===== src/rtl/tod_pkg.sv =====
package tod_pkg;
  localparam int REG_AW = 3;

  typedef enum logic [REG_AW-1:0] {
    A_CTRL    = 3'd0,
    A_ADD_INT = 3'd1,
    A_ADD_FRC = 3'd2,
    A_INIT_HI = 3'd3,
    A_INIT_LO = 3'd4,
    A_CMD     = 3'd5,
    A_TIME_HI = 3'd6,
    A_TIME_LO = 3'd7
  } reg_addr_e;

  localparam int CMD_SET_BIT  = 0;
  localparam int CMD_INIT_BIT = 1;
  localparam int CTRL_EN_BIT  = 0;
  localparam int CTRL_IV_LSB  = 8;
endpackage


===== src/rtl/tod_regs.sv =====
module tod_regs
  import tod_pkg::*;
#(
  parameter int DATA_W = 32,
  parameter int INT_W  = 16,
  parameter int FRAC_W = 32,
  parameter int TIME_W = 64,
  parameter int IVAL_W = 8,
  parameter logic [INT_W-1:0]  RST_INT  = '0,
  parameter logic [FRAC_W-1:0] RST_FRAC = '0
) (
  input  logic                clk,
  input  logic                rst,
  input  logic [REG_AW-1:0]   addr,
  input  logic                wr_en,
  input  logic [DATA_W-1:0]   wr_data,
  input  logic                rd_en,
  input  logic [TIME_W-1:0]   time_i,
  output logic                ctrl_en,
  output logic [IVAL_W-1:0]   ival,
  output logic [INT_W-1:0]    stg_int,
  output logic [FRAC_W-1:0]   stg_frac,
  output logic [TIME_W-1:0]   init_val,
  output logic                set_pulse,
  output logic                init_pulse,
  output logic [DATA_W-1:0]   rd_data
);
  localparam int HALF_W = TIME_W / 2;

  logic [HALF_W-1:0] init_hi, init_lo;
  logic [DATA_W-1:0] ctrl_word;

  assign init_val = {init_hi, init_lo};

  always_comb begin
    ctrl_word = '0;
    ctrl_word[CTRL_EN_BIT] = ctrl_en;
    ctrl_word[CTRL_IV_LSB +: IVAL_W] = ival;
  end

  always_ff @(posedge clk) begin
    if (rst) begin
      ctrl_en    <= 1'b0;
      ival       <= IVAL_W'(1);
      stg_int    <= RST_INT;
      stg_frac   <= RST_FRAC;
      init_hi    <= '0;
      init_lo    <= '0;
      set_pulse  <= 1'b0;
      init_pulse <= 1'b0;
    end else begin
      set_pulse  <= 1'b0;
      init_pulse <= 1'b0;
      if (wr_en) begin
        case (addr)
          A_CTRL: begin
            ctrl_en <= wr_data[CTRL_EN_BIT];
            ival    <= wr_data[CTRL_IV_LSB +: IVAL_W];
          end
          A_ADD_INT: stg_int  <= wr_data[INT_W-1:0];
          A_ADD_FRC: stg_frac <= wr_data[FRAC_W-1:0];
          A_INIT_HI: init_hi  <= wr_data[HALF_W-1:0];
          A_INIT_LO: init_lo  <= wr_data[HALF_W-1:0];
          A_CMD: begin
            set_pulse  <= wr_data[CMD_SET_BIT];
            init_pulse <= wr_data[CMD_INIT_BIT];
          end
          default: ;
        endcase
      end
    end
  end

  always_ff @(posedge clk) begin
    if (rst) begin
      rd_data <= '0;
    end else if (rd_en) begin
      case (addr)
        A_CTRL:    rd_data <= ctrl_word;
        A_ADD_INT: rd_data <= DATA_W'(stg_int);
        A_ADD_FRC: rd_data <= DATA_W'(stg_frac);
        A_INIT_HI: rd_data <= DATA_W'(init_hi);
        A_INIT_LO: rd_data <= DATA_W'(init_lo);
        A_TIME_HI: rd_data <= DATA_W'(time_i[TIME_W-1:HALF_W]);
        A_TIME_LO: rd_data <= DATA_W'(time_i[HALF_W-1:0]);
        default:   rd_data <= '0;
      endcase
    end
  end
endmodule


===== src/rtl/tod_prescaler.sv =====
module tod_prescaler #(
  parameter int IVAL_W = 8
) (
  input  logic              clk,
  input  logic              rst,
  input  logic              run,
  input  logic [IVAL_W-1:0] ival,
  output logic              tick
);
  logic [IVAL_W-1:0] cnt;
  logic [IVAL_W-1:0] lim;

  always_comb begin
    lim  = (ival == '0) ? '0 : ival - IVAL_W'(1);
    tick = run && (cnt >= lim);
  end

  always_ff @(posedge clk) begin
    if (rst || !run || tick) cnt <= '0;
    else                     cnt <= cnt + IVAL_W'(1);
  end
endmodule


===== src/rtl/tod_accum.sv =====
module tod_accum #(
  parameter int TIME_W = 64,
  parameter int INT_W  = 16,
  parameter int FRAC_W = 32,
  parameter logic [INT_W-1:0]  RST_INT  = '0,
  parameter logic [FRAC_W-1:0] RST_FRAC = '0
) (
  input  logic              clk,
  input  logic              rst,
  input  logic              tick,
  input  logic              set_pulse,
  input  logic              init_pulse,
  input  logic [INT_W-1:0]  stg_int,
  input  logic [FRAC_W-1:0] stg_frac,
  input  logic [TIME_W-1:0] init_val,
  output logic [TIME_W-1:0] time_o,
  output logic [INT_W-1:0]  act_int
);
  logic [FRAC_W-1:0] act_frac;
  logic [FRAC_W-1:0] rem;
  logic [FRAC_W:0]   fsum;
  logic [TIME_W-1:0] ns_next;
  logic              stg_nonzero;

  always_comb begin
    fsum        = {1'b0, rem} + {1'b0, act_frac};
    ns_next     = time_o + TIME_W'(act_int) + TIME_W'(fsum[FRAC_W]);
    stg_nonzero = (stg_int != '0) || (stg_frac != '0);
  end

  always_ff @(posedge clk) begin
    if (rst) begin
      act_int  <= RST_INT;
      act_frac <= RST_FRAC;
    end else if (set_pulse && stg_nonzero) begin
      act_int  <= stg_int;
      act_frac <= stg_frac;
    end
  end

  always_ff @(posedge clk) begin
    if (rst) begin
      time_o <= '0;
      rem    <= '0;
    end else if (init_pulse) begin
      time_o <= init_val;
      rem    <= '0;
    end else if (tick) begin
      time_o <= ns_next;
      rem    <= fsum[FRAC_W-1:0];
    end
  end
endmodule


===== src/rtl/tod_counter.sv =====
module tod_counter
  import tod_pkg::*;
#(
  parameter int CLK_HZ = 600_000_000,
  parameter int DATA_W = 32,
  parameter int INT_W  = 16,
  parameter int FRAC_W = 32,
  parameter int TIME_W = 64,
  parameter int IVAL_W = 8
) (
  input  logic              clk,
  input  logic              rst,
  input  logic              run_en_i,
  input  logic [REG_AW-1:0] addr_i,
  input  logic              wr_en_i,
  input  logic [DATA_W-1:0] wr_data_i,
  input  logic              rd_en_i,
  output logic [DATA_W-1:0] rd_data_o,
  output logic [TIME_W-1:0] time_o
);
  localparam logic [63:0] NOM = (64'd1_000_000_000 << FRAC_W) / 64'(CLK_HZ);
  localparam logic [INT_W-1:0]  NOM_INT  = NOM[FRAC_W +: INT_W];
  localparam logic [FRAC_W-1:0] NOM_FRAC = NOM[FRAC_W-1:0];

  logic              ctrl_en;
  logic [IVAL_W-1:0] ival;
  logic [INT_W-1:0]  stg_int;
  logic [FRAC_W-1:0] stg_frac;
  logic [TIME_W-1:0] init_val;
  logic              set_pulse;
  logic              init_pulse;
  logic              tick;
  logic [INT_W-1:0]  act_int;

  tod_regs #(
    .DATA_W(DATA_W), .INT_W(INT_W), .FRAC_W(FRAC_W), .TIME_W(TIME_W),
    .IVAL_W(IVAL_W), .RST_INT(NOM_INT), .RST_FRAC(NOM_FRAC)
  ) u_regs (
    .clk(clk), .rst(rst), .addr(addr_i), .wr_en(wr_en_i), .wr_data(wr_data_i),
    .rd_en(rd_en_i), .time_i(time_o), .ctrl_en(ctrl_en), .ival(ival),
    .stg_int(stg_int), .stg_frac(stg_frac), .init_val(init_val),
    .set_pulse(set_pulse), .init_pulse(init_pulse), .rd_data(rd_data_o)
  );

  tod_prescaler #(.IVAL_W(IVAL_W)) u_pre (
    .clk(clk), .rst(rst), .run(run_en_i && ctrl_en), .ival(ival), .tick(tick)
  );

  tod_accum #(
    .TIME_W(TIME_W), .INT_W(INT_W), .FRAC_W(FRAC_W),
    .RST_INT(NOM_INT), .RST_FRAC(NOM_FRAC)
  ) u_acc (
    .clk(clk), .rst(rst), .tick(tick), .set_pulse(set_pulse),
    .init_pulse(init_pulse), .stg_int(stg_int), .stg_frac(stg_frac),
    .init_val(init_val), .time_o(time_o), .act_int(act_int)
  );
endmodule


===== config.mk =====
export PLATFORM = sky130hd
export DESIGN_NAME = tod_counter
export DESIGN_NICKNAME = d
export VERILOG_FILES = /design/src/rtl/tod_pkg.sv /design/src/rtl/tod_regs.sv /design/src/rtl/tod_prescaler.sv /design/src/rtl/tod_accum.sv /design/src/rtl/tod_counter.sv
export SDC_FILE = /design/constraint.sdc
export NUM_CORES = 1
export LEC_CHECK = 0
export ABC_CLOCK_PERIOD_IN_PS = 6600
export BUFFER_PORTS_ARGS = -buffer_cell sky130_fd_sc_hd__buf_2
export CAP_MARGIN = 20
export CELL_PAD_IN_SITES_DETAIL_PLACEMENT = 1
export CELL_PAD_IN_SITES_GLOBAL_PLACEMENT = 1
export CORE_UTILIZATION = 30
export DETAILED_ROUTE_END_ITERATION = 10
export GPL_TIMING_DRIVEN = 0
export PLACE_DENSITY = 0.57
export SYNTH_ARGS = -nofsm -noshare
export SYNTH_HDL_FRONTEND = slang
export SYNTH_SLANG_ARGS = --single-unit

===== constraint.sdc =====
create_clock -name clk -period 6.6 [get_ports clk]
set_clock_uncertainty 0.2 [all_clocks]
set_input_delay 0.99 -clock clk [delete_from_list [all_inputs] [get_ports clk]]
set_output_delay 0.99 -clock clk [all_outputs]
set_load 0.02 [all_outputs]

### After elaboration in Yosys (flattened, before gate mapping)

Index checks and enable logic that the tools add are counted.

| word-level totals | value |
|---|---|
| flip-flop bits (word level) | 307 |
| output and inout port bits | 96 |
| word-level logic and storage cells | 52 |

| cells by class | value |
|---|---|
| $add $sub $neg | 5 |
| $lt $le $gt $ge | 1 |
| eq/ne operators | 7 |
| mux-type cells | 4 |
| bitwise logic cells | 2 |
| reduce and logical (&&, ||, !) cells | 19 |

Operator list:

| kind | number |
|---|---|
| 32-bit one-hot mux with 7 select lines | 1 |
| 64-bit 2-to-1 mux | 2 |
| 64-bit by 1-bit adder with 64-bit output | 1 |
| 64-bit by 16-bit adder with 64-bit output | 1 |
| 32-bit by 32-bit adder with 33-bit output | 1 |
| 32-bit nonzero test | 1 |
| 16-bit nonzero test | 1 |
| 3-bit == test, second input constant | 4 |
| 2-bit AND reduction | 5 |
| 8-bit by 1-bit adder with 8-bit output, second input constant | 1 |
| 8-bit >= comparator | 1 |
| 8-bit zero test | 1 |
| 8-bit 2-to-1 mux | 1 |
| 8-bit by 1-bit subtractor with 8-bit output, second input constant | 1 |
| 3-bit by 2-bit == test with 1-bit output, second input constant | 2 |
| 3-bit by 1-bit == test with 1-bit output, second input constant | 1 |
| 1-bit logical AND | 3 |
| 3-bit zero test | 1 |
| 1-bit logical OR | 3 |
| 3-bit OR reduction | 1 |
| 1-bit inverter | 2 |
| 2-bit nonzero test | 1 |
| 2-bit OR reduction | 1 |
| 1-bit zero test | 1 |

### Depth between registers and ports, before layout

Gate-level depths: netlist (run 1).

| depth | value |
|---|---|
| word-level depth | 6 |
| depth in mapped cells | 24 |
| mapped depth without buffers | 22 |

### Cells and area by module

Synthesis (run 1) repeated with hierarchy kept, for this count alone.

| unflattened totals | value |
|---|---|
| cells, all modules | 1,987 |
| area, all modules | 16,482.1 sq um |

Modules (own cells, without submodules):

| module | times used | cells each | area each (sq um) | sequential area each (sq um) |
|---|---|---|---|---|
| tod_accum | 1 | 1,033 | 8,767.2 | 2,882.8 |
| tod_regs | 1 | 877 | 7,014.2 | 3,103.0 |
| tod_prescaler | 1 | 76 | 694.4 | 160.2 |
| tod_counter | 1 | 1 | 6.3 | 0.0 |

### Worst setup path after synthesis (run 1)

No wires, ideal clock.

| timing | value |
|---|---|
| path kind | reg-to-reg |
| from | register u_acc.rem[0] |
| to | register u_acc.time_o[60] |
| setup time | 0.118 ns |
| arrival time | 5.204 ns |
| required time | 6.282 ns |
| path slack | 1.079 ns |
| stages on the path, launching flop included | 24 |
| path buffers | 1 |
| cells stage by stage | dfxtp_1 > ha_1 > fa_1 > a211oi_1 > o21a_1 > a2111oi_0 > o31ai_1 > o211ai_1 > nor4_1 > nor3_1 > a21o_1 > a21oi_1 > fa_1 > fa_1 > nor2b_1 > o21ai_0 > a21oi_1 > o211ai_1 > a21boi_0 > o41a_1 > a21oi_1 > buf_4 > or4b_2 > o2111a_1 |

| on the way | value |
|---|---|
| longest elaborated chain between the ends | 4 |

Ends and longest elaborated chain:

| element | line | source |
|---|---|---|
| start, declared | tod_accum.sv:20 | `logic [FRAC_W-1:0] rem;` |
| start signal, assigned | tod_accum.sv:50 | `rem <= fsum[FRAC_W-1:0];` |
| 32-bit by 32-bit adder with 33-bit output | tod_accum.sv:26 | `fsum = {1'b0, rem} + {1'b0, act_frac};` |
| 64-bit by 1-bit adder with 64-bit output | tod_accum.sv:27 | `ns_next = time_o + TIME_W'(act_int) + TIME_W'(fsum[FRAC_W]);` |
| 64-bit 2-to-1 mux | tod_accum.sv:48 | `end else if (tick) begin` |
| 64-bit 2-to-1 mux | tod_accum.sv:45 | `end else if (init_pulse) begin` |
| end signal, assigned | tod_accum.sv:46 | `time_o <= init_val;` |
| end signal, assigned | tod_accum.sv:49 | `time_o <= ns_next;` |
| end, declared | tod_accum.sv:16 | `output logic [TIME_W-1:0] time_o,` |

No other way between the ends. The select of a mux whose other input is x is not followed.
A chain may end at the register's enable or synchronous reset.

### Worst setup path in the final report (run 1)

| timing | value |
|---|---|
| from | register u_acc.act_frac[0] |
| to | register u_acc.time_o[34] |

| on the way | value |
|---|---|
| longest elaborated chain between the ends | 4 |

Ends and longest elaborated chain:

| element | line | source |
|---|---|---|
| start, declared | tod_accum.sv:19 | `logic [FRAC_W-1:0] act_frac;` |
| start signal, assigned | tod_accum.sv:37 | `act_frac <= stg_frac;` |
| 32-bit by 32-bit adder with 33-bit output | tod_accum.sv:26 |  |
| 64-bit by 1-bit adder with 64-bit output | tod_accum.sv:27 |  |
| 64-bit 2-to-1 mux | tod_accum.sv:48 |  |
| 64-bit 2-to-1 mux | tod_accum.sv:45 |  |

No other way between the ends. The select of a mux whose other input is x is not followed.

==> results of run 1 <==
[tightest hold or removal path, stage by stage, from the launching register on]
cell and delay, ps:
dfxtp_1 310, nand2_1 50, a21oi_1 50
[routing by layer]
| layer | wire length [um] | part of all wire | track usage |
|---|---|---|---|
| met1 | 33530 | 0.45 | 0.3692 |
| met2 | 33740 | 0.46 | 0.4383 |
| met3 | 4258 | 0.058 | 0.04691 |
| met4 | 2488 | 0.034 | 0.09601 |
| met5 | 33 | 0.00045 | 0 |
[timing repair]
action / 4_1_cts / 5_1_grt
resized for setup: 12 / 9
setup endpoints to repair: 66 / 54
buffers inserted: 1 / 2
pin swaps: 1 / 3
[registers in the layout (all words and copies together) (netlist names)]
| signal | flops |
|---|---|
| u_regs.init_hi | 32 |
| u_acc.act_frac | 32 |
| u_regs.stg_frac | 32 |
| u_acc.act_int | 16 |
| u_regs.init_lo | 32 |
| u_regs.init_pulse | 1 |
| u_regs.stg_int | 16 |
| u_regs.set_pulse | 1 |
| u_acc.rem | 32 |
| u_regs.ctrl_en | 1 |
| u_pre.cnt | 8 |
| u_regs.ival | 8 |
| u_regs.rd_data | 32 |
| u_acc.time_o | 64 |
[final timing paths]
path,end,slack [ps]
max,u_acc.time_o[34],390
max reg2reg,u_acc.time_o[34],390
min reg2reg,u_acc.rem[18],260
min,u_acc.rem[18],260
[cell usage after synthesis (16+ instances only)]
cell / number
nand2_1: 380
dfxtp_1: 307
a21oi_1: 210
nor2_1: 182
clkbuf_1: 108
nand3_1: 60
o21ai_0: 59
ha_1: 57
mux2i_1: 57
a22oi_1: 38
inv_1: 35
xnor2_1: 32
a311oi_1: 27
mux4_2: 26
o21a_1: 26
xor2_1: 26
nor3_1: 23
nand4_1: 22
a211oi_1: 21
a21o_1: 19
nor4_1: 17
and3_1: 16
[cell usage in the layout, fill, tap and decap left out, drive strengths merged, types with 18 or more instances in the layout]
cell type	n
a211oi	21
xnor2	32
clkbuf	167
nor3	23
nor4	18
dfxtp	307
nand4	24
and3	18
ha	57
a21o	19
mux2i	57
a21oi	210
a22oi	38
xor2	26
o21a	26
nand2	380
inv	35
buf	149
nand3	60
o21ai	60
nor2	182
a311oi	27
mux4	27
[area by class of cell]
type | instances | area, um^2
antenna | 1 | 2.502
buffer | 122 | 523.0
clock buffer | 58 | 1190
clock inverter | 14 | 176.4
fill | 6189 | 32950
inverter | 36 | 135.1
multi-input combinational | 1477 | 9148
sequential | 307 | 6146
tap | 680 | 850.8
timing repair buffer | 138 | 698.2
[stage by stage]
step | hold slack, ps | setup TNS [ps] | std cells | util | worst slack, ps
2_1_floorplan | 236.2 | 0 | 1943 | - | 1079
3_3_place_gp | 242.0 | -19970 | 2757 | 0.3357 | -812.0
3_5_place_dp | 252.0 | -23910 | 2758 | 0.3358 | -890.8
4_1_cts | 260.9 | 0 | 2831 | 0.3632 | 33.54
5_1_grt | 275.3 | 0 | 2833 | 0.3641 | 33.54
6_report | 259.6 | 0 | 2833 | 0.3641 | 385.9
[cell families after synthesis]
family / count (synthesis) / share of synthesized area
simple gates: 793 / 0.2245
mux: 88 / 0.07733
buf+inv: 159 / 0.04107
xor+xnor: 58 / 0.03200
flops: 307 / 0.3872
compound gates: 478 / 0.1892
fa+ha+maj: 60 / 0.04872
[power groups by stage]
| stage | clock network [W] | logic, W | registers (W) |
|---|---|---|---|
| 2_1_floorplan | 0 | 0.000153 | 0.00195 |
| 3_3_place_gp | 0 | 0.000291 | 0.00196 |
| 3_5_place_dp | 0 | 0.000296 | 0.00196 |
| 4_1_cts | 0.00234 | 0.000297 | 0.00192 |
| 5_1_grt | 0.00242 | 0.000319 | 0.00192 |
| 6_report | 0.00231 | 0.000300 | 0.00192 |
==> run_results.csv, run 1 <==
group,metric,value,unit
synth,async_reset_ff_frac,0,
detailed_routing,via_count,15750,
synth,ys_types,80,
global_routing,grt_pass1_vias,15870,
power,power.share.clock,0.510,
placed_design,port_buffers,134,
power,power.share.switching,0.2561,
clock_network,clkSinkCount,307,
timing,fmax,160.9,MHz
placed_design,dpl_cell_area,17400,um^2
power,p_leak,7.448,nW
clock_network,ctsHoldBuffers,0,
run,drv_cap,0,
floorplanning,io_pins,136,
critical_path,critPathRequiredTime,6890,ps
critical_path,crit_buf_inv,2,
clock_network,tritoncts,"done",
power,power.internal,0.003374,W
floorplanning,start_util,0.3063,
global_routing,grt_overflow,0,
global_routing,grt_pass1_wl,108000,um
power,total_power,0.004535,W
critical_path,cp_max_fo,10,
detailed_routing,postRouteAntennaNets,0,
timing,worst_slew_pin_slew,1182,ps
critical_path,cp-start-kind,"flop",
floorplanning,core-area,51820,um^2
synth,synth_nets,2043,
timing,rsz0062_at_grt,"false",
synth,netlist.area_leader.share,0.3872,
floorplanning,die_w,232.0,um
global_routing,antenna_found_initial,3,
hold_path,hp-start,"u_acc.rem[18]",
layout,final_cell_area,18870,um^2
critical_path,worstPathArrival,6500,ps
layout,drive_above_1_share,0.1245,
critical_path,r2r_cells,24,
detailed_routing,wl_per_cell,26.14,um
critical_path,cpMaxStageDelayCell,"or3_2",
synth,avgSynthCellArea,8.169,um^2
clock_network,cts_max_path_buffers,3,
timing,min_period,6214,ps
power,power.density,240.3,nW/um^2
clock_network,htree_levels,2,
detailed_routing,drtIter0Drc,1112,
timing,finalHoldViolCount,0,
critical_path,crit_cells,24,
timing,maxSlewViolCount,0,
critical_path,max_stage_delay,500,ps
synth,ys_ff_latch,307,
clock_network,clock-root-buffer,"clkbuf_16",
floorplanning,rows,83,
placed_design,hpwl,57690,um
synth,ys_warn_count,0,
power,p_comb_frac,0.066,
detailed_routing,drt-total-wl,74050,um
synth,syn_area,15870,um^2
synth,yosys-top-cells-area,"dfxtp_1, nand2_1, a21oi_1, ha_1, nor2_1",
global_routing,grt_max_degree,12,
outcome,status,"complete, no violations",
timing,slew_headroom,0.2088,
global_routing,grtUsageTotal,0.2740,
critical_path,path_delay_family,"compound AO/OA/AOI/OAI gates",
critical_path,startpoint,"u_acc.act_frac[0]",
synth,synth_edf_count,0,
clock_network,insertion_delay,580,ps
power,p_sw,0.001162,W
detailed_routing,viasPerCell,5.558,
timing,period_share,0.9415,
critical_path,crit_path_end_kind,"flop",
power,power_frac_seq,0.424,
critical_path,r2r_start,"u_acc.act_frac[0]",
timing,setup_viol,0,
clock_network,clkTransAtPathRegs,60,ps
synth,synthFlopType,"dfxtp_1",
synth,yosysSeqAreaShare,0.3872,
hold_path,hold_path_class,"flop to flop",
synth,netlist_instances,1943,
power,peakVddDrop,157.5,uV
critical_path,crit_chain,"ha_1, fa_1, a211oi_1, o21a_2, a2111oi_4, o31ai_2, o211ai_1, nor4_1, nor3_2, a21o_1, a21oi_2, fa_2, fa_1, nor2b_1, o21ai_2, a21oi_2, o211ai_1, a21boi_0, o41a_1, buf_4, a21oi_4, clkbuf_2, or3_2, a311oi_1",
placed_design,finalWeightedCongestion,0.9654,
clock_network,cts_made_buffers,40,
hold_path,hold_path_depth,2,
floorplanning,die_area,53830,um^2
floorplanning,die_y,232.0,um
layout,syn_to_final_growth,18.88,%
critical_path,crit_type,"flop to flop",
detailed_routing,dr.pass1.iters,5,
detailed_routing,drc_errors,0,
layout,final_nets,2222,
synth,yosys.area.top_type,"dfxtp_1",
Note: power is estimated with default switching activity, not from simulation.
==> run 2, diff against run 1 <==
ABC_AREA = 1   (was unset)
PLACE_DENSITY = 0.59   (was 0.57)
==> run_results.csv, run 2 <==
group,metric,value,unit
outcome,status,"complete, no violations",
critical_path,crit_path_frequent_cell,"nand2_1",
synth,ys_ff_latch,307,
detailed_routing,drtIter0Drc,1906,
clock_network,clkTransAtPathRegs,60,ps
synth,muxShareOfSynthArea,0,
global_routing,grt_pass1_wl,133900,um
placed_design,hpwl,75440,um
floorplanning,die_w,245.4,um
critical_path,path_delay_family,"simple AND/OR/NAND/NOR gates",
timing,worst_slew_pin_slew,1063,ps
synth,synth_edf_count,0,
layout,syn_to_final_growth,16.62,%
synth,synth_nets,2772,
critical_path,rrSetupSlack,1760,ps
synth,synthTopCellsByCount,"nand2_1, inv_1, dfxtp_1",
synth,synthFlopType,"dfxtp_1",
timing,period_share,0.7337,
layout,final_cell_mix,"nand2_1, inv_1, dfxtp_1",
layout,drive_above_1_share,0.1193,
detailed_routing,drt-total-wl,92470,um
synth,ys_types,57,
clock_network,htree_levels,2,
synth,yosys.area.top_type,"dfxtp_1",
timing,maxSlewViolCount,0,
critical_path,crit_type,"flop to flop",
global_routing,grt_max_degree,13,
critical_path,cp_max_fo,5,
synth,synth_top_family_by_area,"simple AND/OR/NAND/NOR gates",
clock_network,cts_made_buffers,39,
clock_network,cts_resized,0,
critical_path,max_stage_delay,460,ps
clock_network,insertion_delay,580,ps
critical_path,worstPathArrival,5050,ps
critical_path,cpMaxStageDelayCell,"fa_1",
power,peakVddDrop,165.1,uV
clock_network,clock-root-buffer,"clkbuf_16",
synth,async_reset_ff_frac,0,
synth,avgSynthCellArea,6.649,um^2
synth,netlist.area_leader.share,0.3459,
run,drv_cap,0,
clock_network,postCtsSetupBuffers,0,
placed_design,finalWeightedCongestion,0.9790,
critical_path,crit_chain,"ha_1, fa_1, nand3_1, nand2_1, nand3_1, nand2_1, nand3_1, nand2_1, nand2_1, nand2_1, a31oi_1, fa_1, fa_1, nor2_2, nor2_2, inv_1, nand2_1, nand3_2, nand2_1, nand2_1, nand3_1, nand3_1, a31oi_1",
critical_path,crit_path_end_kind,"flop",
critical_path,critPathRequiredTime,6800,ps
layout,final_cell_count_no_fill,3641,
power,p_leak,9.259,nW
layout,final_cell_area,20720,um^2
synth,syn_area,17770,um^2
layout,mostFrequentLayoutCell,"nand2_1",
synth,ys_warn_count,0,
synth,synthXorXnorAreaFrac,0.01775,
clock_network,clkSinkCount,307,
synth,yosys-top-cells-area,"dfxtp_1, nand2_1, inv_1, a21oi_1, nand3_1",
synth,netlist_instances,2672,
floorplanning,die_area,60200,um^2
detailed_routing,drc_errors,0,
floorplanning,core-area,58140,um^2
detailed_routing,via_count,19870,
global_routing,grtUsageTotal,0.3047,
synth,synthAdderAreaFrac,0.04352,
timing,rsz0062_at_grt,"false",
synth,synth_compound_gate_area_share,0.1854,
timing,fmax,206.5,MHz
placed_design,place_inst,3571,
floorplanning,io_pins,136,
critical_path,cp-start-kind,"flop",
clock_network,ctsHoldBuffers,0,
detailed_routing,postRouteAntennaNets,0,
synth,yosysSeqAreaShare,0.3459,
placed_design,dpl_cell_area,19390,um^2
timing,min_period,4843,ps
global_routing,grt_pass1_vias,19380,
critical_path,crit_buf_inv,1,
power,power.density,219.0,nW/um^2
floorplanning,die_y,245.4,um
global_routing,antenna_found_initial,2,
synth,synthSimpleGateAreaFrac,0.3016,
layout,final_nets,2947,
hold_path,hold_path_class,"flop to flop",
timing,setup_viol,0,
timing,slew_headroom,0.2914,
layout,largest_reg_flops,64,
global_routing,grt_overflow,0,
floorplanning,start_util,0.3056,
detailed_routing,wl_per_cell,25.40,um
timing,setup-tns-final,0,ps
clock_network,cts_max_path_buffers,3,
detailed_routing,viasPerCell,5.456,
layout,largest_register,"u_acc.time_o",
clock_network,tritoncts,"done",
timing,finalHoldViolCount,0,
placed_design,port_buffers,134,
detailed_routing,dr.pass1.iters,5,
synth,synth_most_common_cell,"nand2_1",
floorplanning,rows,88,
[run 2: changes by cell type in the layout (fill, tap and decap cells not counted), moves of 48 or more]
cell	delta
nand2_1	+273
clkbuf_1	-48
nor2_1	+52
mux2i_1	-57
inv_1	+289
nand3_1	+134
o22ai_1	+49
o21ai_0	+124
[run 2: area by class of cell]
class                      count  area, um^2
fill                        7478       37420
multi-input combinational   1908        9742
sequential                   307        6146
inverter                     345        1300
clock buffer                  54        1144
tap                          765       957.2
timing repair buffer         134       670.6
buffer                       112       579.3
clock inverter                15       178.9
antenna                        1       2.502
[run 2: kinds of logic after synthesis]
kind of cell | after synthesis
and+or+nand+nor | 1227
AOI/OAI and AO/OA | 585
buffers and inverters | 457
DFF | 307
adders and majority gates | 60
xor gates and xnor gates | 36
[run 2: worst paths after layout]
kind / start / end / cells after the start
setup / recovery: u_acc.rem[0] / u_acc.time_o[36] / 23
setup reg to reg: u_acc.rem[0] / u_acc.time_o[36] / 23
hold reg to reg: u_regs.rd_data[24] / u_regs.rd_data[24] / 2
hold / removal: u_regs.rd_data[24] / u_regs.rd_data[24] / 2
[run 2: metrics by stage]
stage	total power (W)	setup slack [ps]	hold WS (ps)	utilization
2_1_floorplan	0.002135	3065	229.7	-
3_3_place_gp	0.002299	1961	244.2	0.3336
3_5_place_dp	0.002305	1904	253.7	0.3336
4_1_cts	0.004552	1850	267.6	0.3564
5_1_grt	0.004666	1501	282.6	0.3564
6_report	0.004537	1757	265.8	0.3564
[run 2: report_power, final]
| group | switching [W] | total (W) | internal, W |
|---|---|---|---|
| Sequential | 0.0000360 | 0.00193 | 0.00189 |
| Combinational | 0.000262 | 0.000349 | 0.0000870 |
| Clock | 0.000928 | 0.00226 | 0.00133 |
[run 2: tightest hold or removal path: stages (launching register included)]
cell and delay (ps):
dfxtp_1 310, nand2_1 60, a21oi_1 60
[run 2: per-layer routing]
metal	up-vias	part of all wire	global-route usage
met5	-	0.00011	0
met4	2	0.028	0.08897
met3	139	0.080	0.05522
met2	754	0.42	0.4476
met1	9783	0.48	0.4477
li1	9188	-	-
